## config.mk

```make
export PLATFORM = sky130hd
export DESIGN_NAME = ide_chan_csr
export DESIGN_NICKNAME = d
export VERILOG_FILES = /design/src/rtl/ide_csr_pkg.sv /design/src/rtl/ide_bm_cmd.sv /design/src/rtl/ide_bm_status.sv /design/src/rtl/ide_tf_gate.sv /design/src/rtl/ide_chan_csr.sv
export SDC_FILE = /design/constraint.sdc
export NUM_CORES = 1
export LEC_CHECK = 0
export ABC_AREA = 1
export BUFFER_PORTS_ARGS = -buffer_cell sky130_fd_sc_hd__clkbuf_2
export CELL_PAD_IN_SITES_DETAIL_PLACEMENT = 1
export CELL_PAD_IN_SITES_GLOBAL_PLACEMENT = 2
export CORE_ASPECT_RATIO = 0.75
export CORE_MARGIN = 2
export CORE_UTILIZATION = 15
export CTS_CLUSTER_DIAMETER = 60
export DETAILED_ROUTE_END_ITERATION = 10
export GPL_ROUTABILITY_DRIVEN = 0
export HOLD_SLACK_MARGIN = 0.08
export PLACE_DENSITY_LB_ADDON = 0.1
export SLEW_MARGIN = 20
export SYNTH_ARGS = -nofsm -noshare
export SYNTH_HDL_FRONTEND = slang
export SYNTH_HIERARCHICAL = 1
export SYNTH_SLANG_ARGS = --single-unit
```

## constraint.sdc

```tcl
create_clock -name clk -period 0.85 [get_ports clk]
set_input_delay 0.1275 -clock clk [delete_from_list [all_inputs] [get_ports clk]]
set_output_delay 0.1275 -clock clk [all_outputs]
set_load 0.05 [all_outputs]
```

## src/rtl/ide_csr_pkg.sv

```systemverilog
package ide_csr_pkg;
  localparam int ADDR_W     = 2;
  localparam int DATA_W     = 32;
  localparam int CMD_W      = 8;
  localparam int TF_W       = 8;
  localparam int BM_START   = 0;
  localparam int BM_ACTIVE  = 16;
  localparam int BM_ERR     = 17;
  localparam int BM_IRQ     = 18;
  localparam int CS_VDMA    = 10;
  localparam int CS_DEVPEND = 11;

  localparam logic [ADDR_W-1:0] A_BM = 2'd0;
  localparam logic [ADDR_W-1:0] A_CS = 2'd1;
  localparam logic [ADDR_W-1:0] A_TF = 2'd2;

  // sticky bit: a set event always beats a clear on the same edge
  function automatic logic sticky_next(logic cur, logic set_ev, logic clr_ev);
    return set_ev | (cur & ~clr_ev);
  endfunction

  // active bit: stop beats start beats done
  function automatic logic active_next(logic cur, logic run_now, logic wr,
                                       logic wr_run, logic done);
    logic n;
    n = cur;
    if (wr && !wr_run)             n = 1'b0;
    else if (wr && wr_run && !run_now) n = 1'b1;
    else if (done)                 n = 1'b0;
    return n;
  endfunction
endpackage

```

## src/rtl/ide_bm_cmd.sv

```systemverilog
module ide_bm_cmd
  import ide_csr_pkg::*;
(
  input  logic             clk,
  input  logic             rst_n,
  input  logic             cmd_wr,
  input  logic [CMD_W-1:0] cmd_wdata,
  input  logic             dma_done,
  output logic [CMD_W-1:0] cmd_q,
  output logic             active_q
);
  logic run_now;
  logic evt_start;
  logic evt_stop;
  logic active_d;

  assign run_now   = cmd_q[BM_START];
  assign evt_start = cmd_wr &  cmd_wdata[BM_START] & ~run_now;
  assign evt_stop  = cmd_wr & ~cmd_wdata[BM_START];
  assign active_d  = active_next(active_q, run_now, cmd_wr, cmd_wdata[BM_START], dma_done);

  always_ff @(posedge clk) begin
    if (!rst_n) begin
      cmd_q    <= '0;
      active_q <= 1'b0;
    end else begin
      if (cmd_wr) cmd_q <= cmd_wdata;
      active_q <= active_d;
    end
  end

  a_r3_start_sets_active: assert property (@(posedge clk) disable iff (!rst_n)
    evt_start |=> active_q);
  a_r4_stop_clears_active: assert property (@(posedge clk) disable iff (!rst_n)
    evt_stop |=> !active_q);
  a_r3_active_needs_start: assert property (@(posedge clk) disable iff (!rst_n)
    active_q |-> cmd_q[BM_START]);
  a_r2_cmd_written: assert property (@(posedge clk) disable iff (!rst_n)
    cmd_wr |=> cmd_q == $past(cmd_wdata));
endmodule

```

## src/rtl/ide_bm_status.sv

```systemverilog
module ide_bm_status
  import ide_csr_pkg::*;
(
  input  logic clk,
  input  logic rst_n,
  input  logic clr_err,
  input  logic clr_irq,
  input  logic dma_done,
  input  logic dma_err,
  input  logic vdma_done,
  input  logic dev_intrq,
  input  logic tf_rd_ok,
  output logic err_q,
  output logic irq_q,
  output logic vdma_q,
  output logic devpend_q
);
  logic intrq_prev;
  logic evt_dev_rise;
  logic evt_irq_set;
  logic evt_vdma_clr;

  assign evt_dev_rise = dev_intrq & ~intrq_prev;
  assign evt_irq_set  = dma_done | vdma_done | evt_dev_rise;
  assign evt_vdma_clr = clr_err | clr_irq;

  always_ff @(posedge clk) begin
    if (!rst_n) begin
      intrq_prev <= 1'b0;
      err_q      <= 1'b0;
      irq_q      <= 1'b0;
      vdma_q     <= 1'b0;
      devpend_q  <= 1'b0;
    end else begin
      intrq_prev <= dev_intrq;
      err_q      <= sticky_next(err_q, dma_err, clr_err);
      irq_q      <= sticky_next(irq_q, evt_irq_set, clr_irq);
      vdma_q     <= sticky_next(vdma_q, vdma_done, evt_vdma_clr);
      devpend_q  <= sticky_next(devpend_q, evt_dev_rise, tf_rd_ok);
    end
  end

  a_r11_irq_set_wins: assert property (@(posedge clk) disable iff (!rst_n)
    evt_irq_set |=> irq_q);
  a_r11_err_set_wins: assert property (@(posedge clk) disable iff (!rst_n)
    dma_err |=> err_q);
  a_r9_rise_sets_pend: assert property (@(posedge clk) disable iff (!rst_n)
    evt_dev_rise |=> devpend_q);
  a_r6_err_w1c: assert property (@(posedge clk) disable iff (!rst_n)
    clr_err && !dma_err |=> !err_q);
  a_r10_pend_kept: assert property (@(posedge clk) disable iff (!rst_n)
    devpend_q && evt_vdma_clr && !tf_rd_ok |=> devpend_q);
  a_r7_vdma_cleared: assert property (@(posedge clk) disable iff (!rst_n)
    evt_vdma_clr && !vdma_done |=> !vdma_q);
endmodule

```

## src/rtl/ide_tf_gate.sv

```systemverilog
module ide_tf_gate
  import ide_csr_pkg::*;
(
  input  logic            run_now,
  input  logic            rd_tf,
  input  logic [TF_W-1:0] dev_status,
  output logic            tf_open,
  output logic            tf_rd_ok,
  output logic [TF_W-1:0] tf_rdata
);
  assign tf_open  = ~run_now;
  assign tf_rd_ok = rd_tf & tf_open;
  assign tf_rdata = tf_open ? dev_status : '0;
endmodule

```

## src/rtl/ide_chan_csr.sv

```systemverilog
module ide_chan_csr
  import ide_csr_pkg::*;
(
  input  logic              clk,
  input  logic              rst_n,
  input  logic              reg_wr,
  input  logic              reg_rd,
  input  logic [ADDR_W-1:0] reg_addr,
  input  logic [DATA_W-1:0] reg_wdata,
  output logic [DATA_W-1:0] reg_rdata,
  input  logic              dma_done,
  input  logic              dma_err,
  input  logic              vdma_done,
  input  logic              dev_intrq,
  input  logic [TF_W-1:0]   dev_status,
  output logic              host_irq,
  output logic              tf_open
);
  logic             wr_bm;
  logic             rd_tf;
  logic             clr_err;
  logic             clr_irq;
  logic [CMD_W-1:0] cmd_q;
  logic             active_q;
  logic             err_q;
  logic             irq_q;
  logic             vdma_q;
  logic             devpend_q;
  logic             tf_rd_ok;
  logic [TF_W-1:0]  tf_rdata;

  assign wr_bm   = reg_wr & (reg_addr == A_BM);
  assign rd_tf   = reg_rd & (reg_addr == A_TF);
  assign clr_err = wr_bm & reg_wdata[BM_ERR];
  assign clr_irq = wr_bm & reg_wdata[BM_IRQ];

  ide_bm_cmd u_cmd (
    .clk      (clk),
    .rst_n    (rst_n),
    .cmd_wr   (wr_bm),
    .cmd_wdata(reg_wdata[CMD_W-1:0]),
    .dma_done (dma_done),
    .cmd_q    (cmd_q),
    .active_q (active_q)
  );

  ide_tf_gate u_gate (
    .run_now   (cmd_q[BM_START]),
    .rd_tf     (rd_tf),
    .dev_status(dev_status),
    .tf_open   (tf_open),
    .tf_rd_ok  (tf_rd_ok),
    .tf_rdata  (tf_rdata)
  );

  ide_bm_status u_stat (
    .clk      (clk),
    .rst_n    (rst_n),
    .clr_err  (clr_err),
    .clr_irq  (clr_irq),
    .dma_done (dma_done),
    .dma_err  (dma_err),
    .vdma_done(vdma_done),
    .dev_intrq(dev_intrq),
    .tf_rd_ok (tf_rd_ok),
    .err_q    (err_q),
    .irq_q    (irq_q),
    .vdma_q   (vdma_q),
    .devpend_q(devpend_q)
  );

  assign host_irq = irq_q | vdma_q;

  always_comb begin
    reg_rdata = '0;
    unique case (reg_addr)
      A_BM: begin
        reg_rdata[CMD_W-1:0] = cmd_q;
        reg_rdata[BM_ACTIVE] = active_q;
        reg_rdata[BM_ERR]    = err_q;
        reg_rdata[BM_IRQ]    = irq_q;
      end
      A_CS: begin
        reg_rdata[CS_VDMA]    = vdma_q;
        reg_rdata[CS_DEVPEND] = devpend_q;
      end
      A_TF:    reg_rdata[TF_W-1:0] = tf_rdata;
      default: reg_rdata = '0;
    endcase
  end

  a_r5_blocked_keeps_pend: assert property (@(posedge clk) disable iff (!rst_n)
    devpend_q && rd_tf && cmd_q[BM_START] |=> devpend_q);
  a_r5_blocked_no_data: assert property (@(posedge clk) disable iff (!rst_n)
    cmd_q[BM_START] && reg_addr == A_TF |-> reg_rdata == '0);
  a_r8_vdma_raises_irq: assert property (@(posedge clk) disable iff (!rst_n)
    vdma_done |=> host_irq);
  a_r9_read_clears_pend: assert property (@(posedge clk) disable iff (!rst_n)
    tf_rd_ok && !(dev_intrq && !$past(dev_intrq)) |=> !devpend_q);
endmodule

```

==> summary.txt <==
Logic synthesis
  • Gate count of the mapped netlist: 152
  • Synth Area in Simple Gates: 33.04%
  • Warnings, synthesis: 6
  • Post-synth cell types: 21
  • Yosys reg bits: 14
  • Fraction of synthesized area in multiplexers: 0%
  • Adder-Cell Fraction of Synth Area: 0%
  • Mean Syn Cell Area: 6.528 um2
  • Main combinational cell family by area after synthesis: simple AND/OR/NAND/NOR gates
  • Sequential fraction of the synthesis area: 28.25%
  • Post-synthesis compound-gate area fraction: 7.188%
  • Xor/xnor share of the synthesized area: 0%
  • Synth Cell Area: 992.2 um2

Setup path
  • CP max stage delay: 0.38 ns
  • Crit start category: flop
  • Buffers & Inverters on Critical Path: 1
  • FF-to-FF End: u_stat/devpend_q$_SDFF_PN0_
  • Crit path DAT: 1.08 ns
  • Worst Setup SP: u_cmd/cmd_q[0]$_SDFFE_PN0P_
  • Kind of cell adding the most delay to the critical path: flip-flops
  • Worst setup EP type: output pin
  • Slowest-stage cell, CP: dfxtp_4
  • Crit-path cells: nor2_2 > nand3_1 > nand2_4 > clkbuf_16
  • Kind of critical path: flop to output pin
  • Levels on crit path: 4
  • Critical Path RT: 0.72 ns
  • R2R cell count: 5
  • Worst-path fanout max: 11
  • Reg2reg start: u_cmd/cmd_q[0]$_SDFFE_PN0P_
  • Worst R2R Setup Slack: -0.03 ns

Clocking
  • CTS H-tree lvls: 1
  • Clk buf depth: 2
  • CTS tree: done
  • Sink Count: 14
  • Worst skew pair latency: 0.24 ns
  • Clock transition at path regs: 0.06 ns
  • Number of CTS-inserted buffers: 3
  • CTS hold repair buffers: 0
  • Clock root cell: clkbuf_8

Floorplanning
  • Rows: 25
  • Core Box Area: 6350 um2
  • Starting Density: 15.63%
  • Die Ht: 74.44 um
  • Die width: 97.91 um
  • Ports: 84
  • Die footprint: 7288 um2

Place
  • Placed Area: 1450 um2
  • IO buf count: 42
  • HPWL after DPL: 2477 um
  • Place WS: -0.3038 ns

Min path
  • WHS Endpoint: u_stat/intrq_prev$_SDFF_PN0_
  • Worst hold path depth: 3
  • Worst hold-check path type: input port to flop
  • Hold Crit Start: dev_intrq

Detailed routing
  • Detailed Route Iter0 Violations: 11
  • Drt pass-1 iters: 2
  • # DRC: 0
  • Vias: 975
  • Via/cell ratio: 3.421
  • Mean routed wirelength per cell: 10.23 um
  • Routed WL: 2915 um
  • Post-route ant nets: 0

Status
  • Status: finished with violations
  • Violated checks: negative setup slack

STA
  • Fin crit share: 141.6%
  • Fin Setup TNS: -4.997 ns
  • Final Hold Viols: 0
  • Unrepaired setup endpoints after global routing: yes
  • Setup violations, final: 28
  • Hold Slack: 0.08545 ns
  • Clock skew: 0.001633 ns
  • Final min period: 1.203 ns
  • Worst setup margin: -0.3533 ns
  • Final max-slew violation count: 0
  • Achievable clock frequency: 0.8311 GHz

Pwr
  • Clk pwr share: 29.9%
  • Comb power frac: 37.1%
  • LEAKAGE: 0.8489 nW
  • Int Power: 1.398 mW
  • Sw Share: 36.46%
  • Flop pwr share: 32.9%
  • Pwr dens: 1302 nW/um2
  • VDD IR max: 0.0004251 V
  • Overall power: 2.201 mW
  • Psw: 0.8023 mW

Cells and area
  • Diodes inserted: 0
  • Final nets: 255
  • Most frequent cells in the layout: clkbuf_2, nor2_1, inv_1, conb_1, nand2_1
  • Share of cells above drive strength 1: 47.06%
  • Filler cells: 768
  • Commonest non-fill, non-tap cell in the layout: clkbuf_2
  • Area delta synth->final: 70.37%
  • Design Area, Final: 1690 um2

Global route
  • Initial antenna violation count: 0
  • Largest net degree at the start of global routing: 12
  • Gr ovfl total: 0
  • Vias in the first global route: 958
  • First-pass GRT wire length: 4526 um
  • GRT Total Usage: 7.706%

Flow run
  • Max Cap Violations: 0
==> logic make-up (layout without fill, tap and decap cells) <==
family,after synthesis,count (layout)
AO/OA/AOI/OAI,12,12
other,1,19
flip-flops,14,14
buffers and inverters,54,88
AND/OR/NAND/NOR,71,71
==> flip-flops by register name (all words and copies together) (netlist names) <==
name,flops
u_stat/vdma_q,1
u_cmd/cmd_q,8
u_stat/irq_q,1
u_stat/err_q,1
u_stat/intrq_prev,1
u_cmd/active_q,1
u_stat/devpend_q,1
==> per-layer routing <==
metal | track usage [%] | vias to the layer above | part of all wire [%]
met4 | 1.389 | 0 | 0
li1 | - | 516 | -
met2 | 11.72 | 36 | 42
met3 | 1.786 | 0 | 7.0
met5 | 0 | - | 0
met1 | 11.27 | 423 | 51
==> worst max-delay path by stage <==
stage	to	slack (ns)
floorplan	reg_rdata[16]	-0.12
global placement	reg_rdata[4]	-0.27
detailed placement	u_cmd/cmd_q[1]$_SDFFE_PN0P_	-0.30
CTS	reg_rdata[2]	-0.40
global route	reg_rdata[4]	-0.42
finish	reg_rdata[2]	-0.35
==> area by class of cell <==
| type | instances | area [um2] | share of cell area, % |
|---|---|---|---|
| multi-input combinational | 102 | 570.5 | 33.75 |
| tap | 81 | 101.3 | 5.996 |
| clock buffer | 4 | 55.05 | 3.257 |
| inverter | 31 | 137.6 | 8.142 |
| timing repair buffer | 53 | 535.5 | 31.68 |
| sequential | 14 | 290.3 | 17.17 |
==> worst reg2reg max path, stage by stage (launching register included) <==
cell and delay (ns):
dfxtp_4 0.38, buf_4 0.15, nor2_1 0.09, inv_1 0.04, nand2_1 0.05, a21oi_1 0.05
==> power groups by stage <==
stage	clock network [mW]	logic (mW)	registers [mW]
after floorplan	0	0.583	0.722
after global placement	0	0.730	0.737
after detailed placement	0	0.732	0.737
after CTS	0.693	0.807	0.725
after global routing	0.714	0.869	0.731
final	0.659	0.817	0.725
==> what timing repair did <==
item	CTS	global route
pin swaps	5	3
endpoints found under the setup margin	25	28
gates resized for setup	31	5
setup buffers	2	3
==> synth_stat cells <==
cell / count / area [um2]
a21oi_1: 2 / 10.01
a21oi_2: 3 / 26.28
and3_1: 1 / 6.260
buf_4: 19 / 142.6
buf_6: 4 / 45.04
conb_1: 1 / 3.750
dfxtp_1: 14 / 280.3
inv_1: 28 / 105.1
inv_2: 2 / 7.510
inv_6: 1 / 8.760
nand2_1: 23 / 86.33
nand2_2: 2 / 12.51
nand2_4: 1 / 11.26
nand3_1: 10 / 50.05
nand3_2: 1 / 10.01
nor2_1: 28 / 105.1
nor2_2: 2 / 12.51
nor2_4: 1 / 11.26
nor3_2: 1 / 10.01
nor3b_2: 1 / 12.51
o21ai_0: 7 / 35.03
==> metrics by stage <==
stage                     instances  utilization, %
after floorplan                 170               -
after global placement          276           22.84
after detailed placement        276           22.84
after CTS                       282           26.05
after global routing            285           26.62
final                           285           26.62
Power figures use the tool's default switching activity.
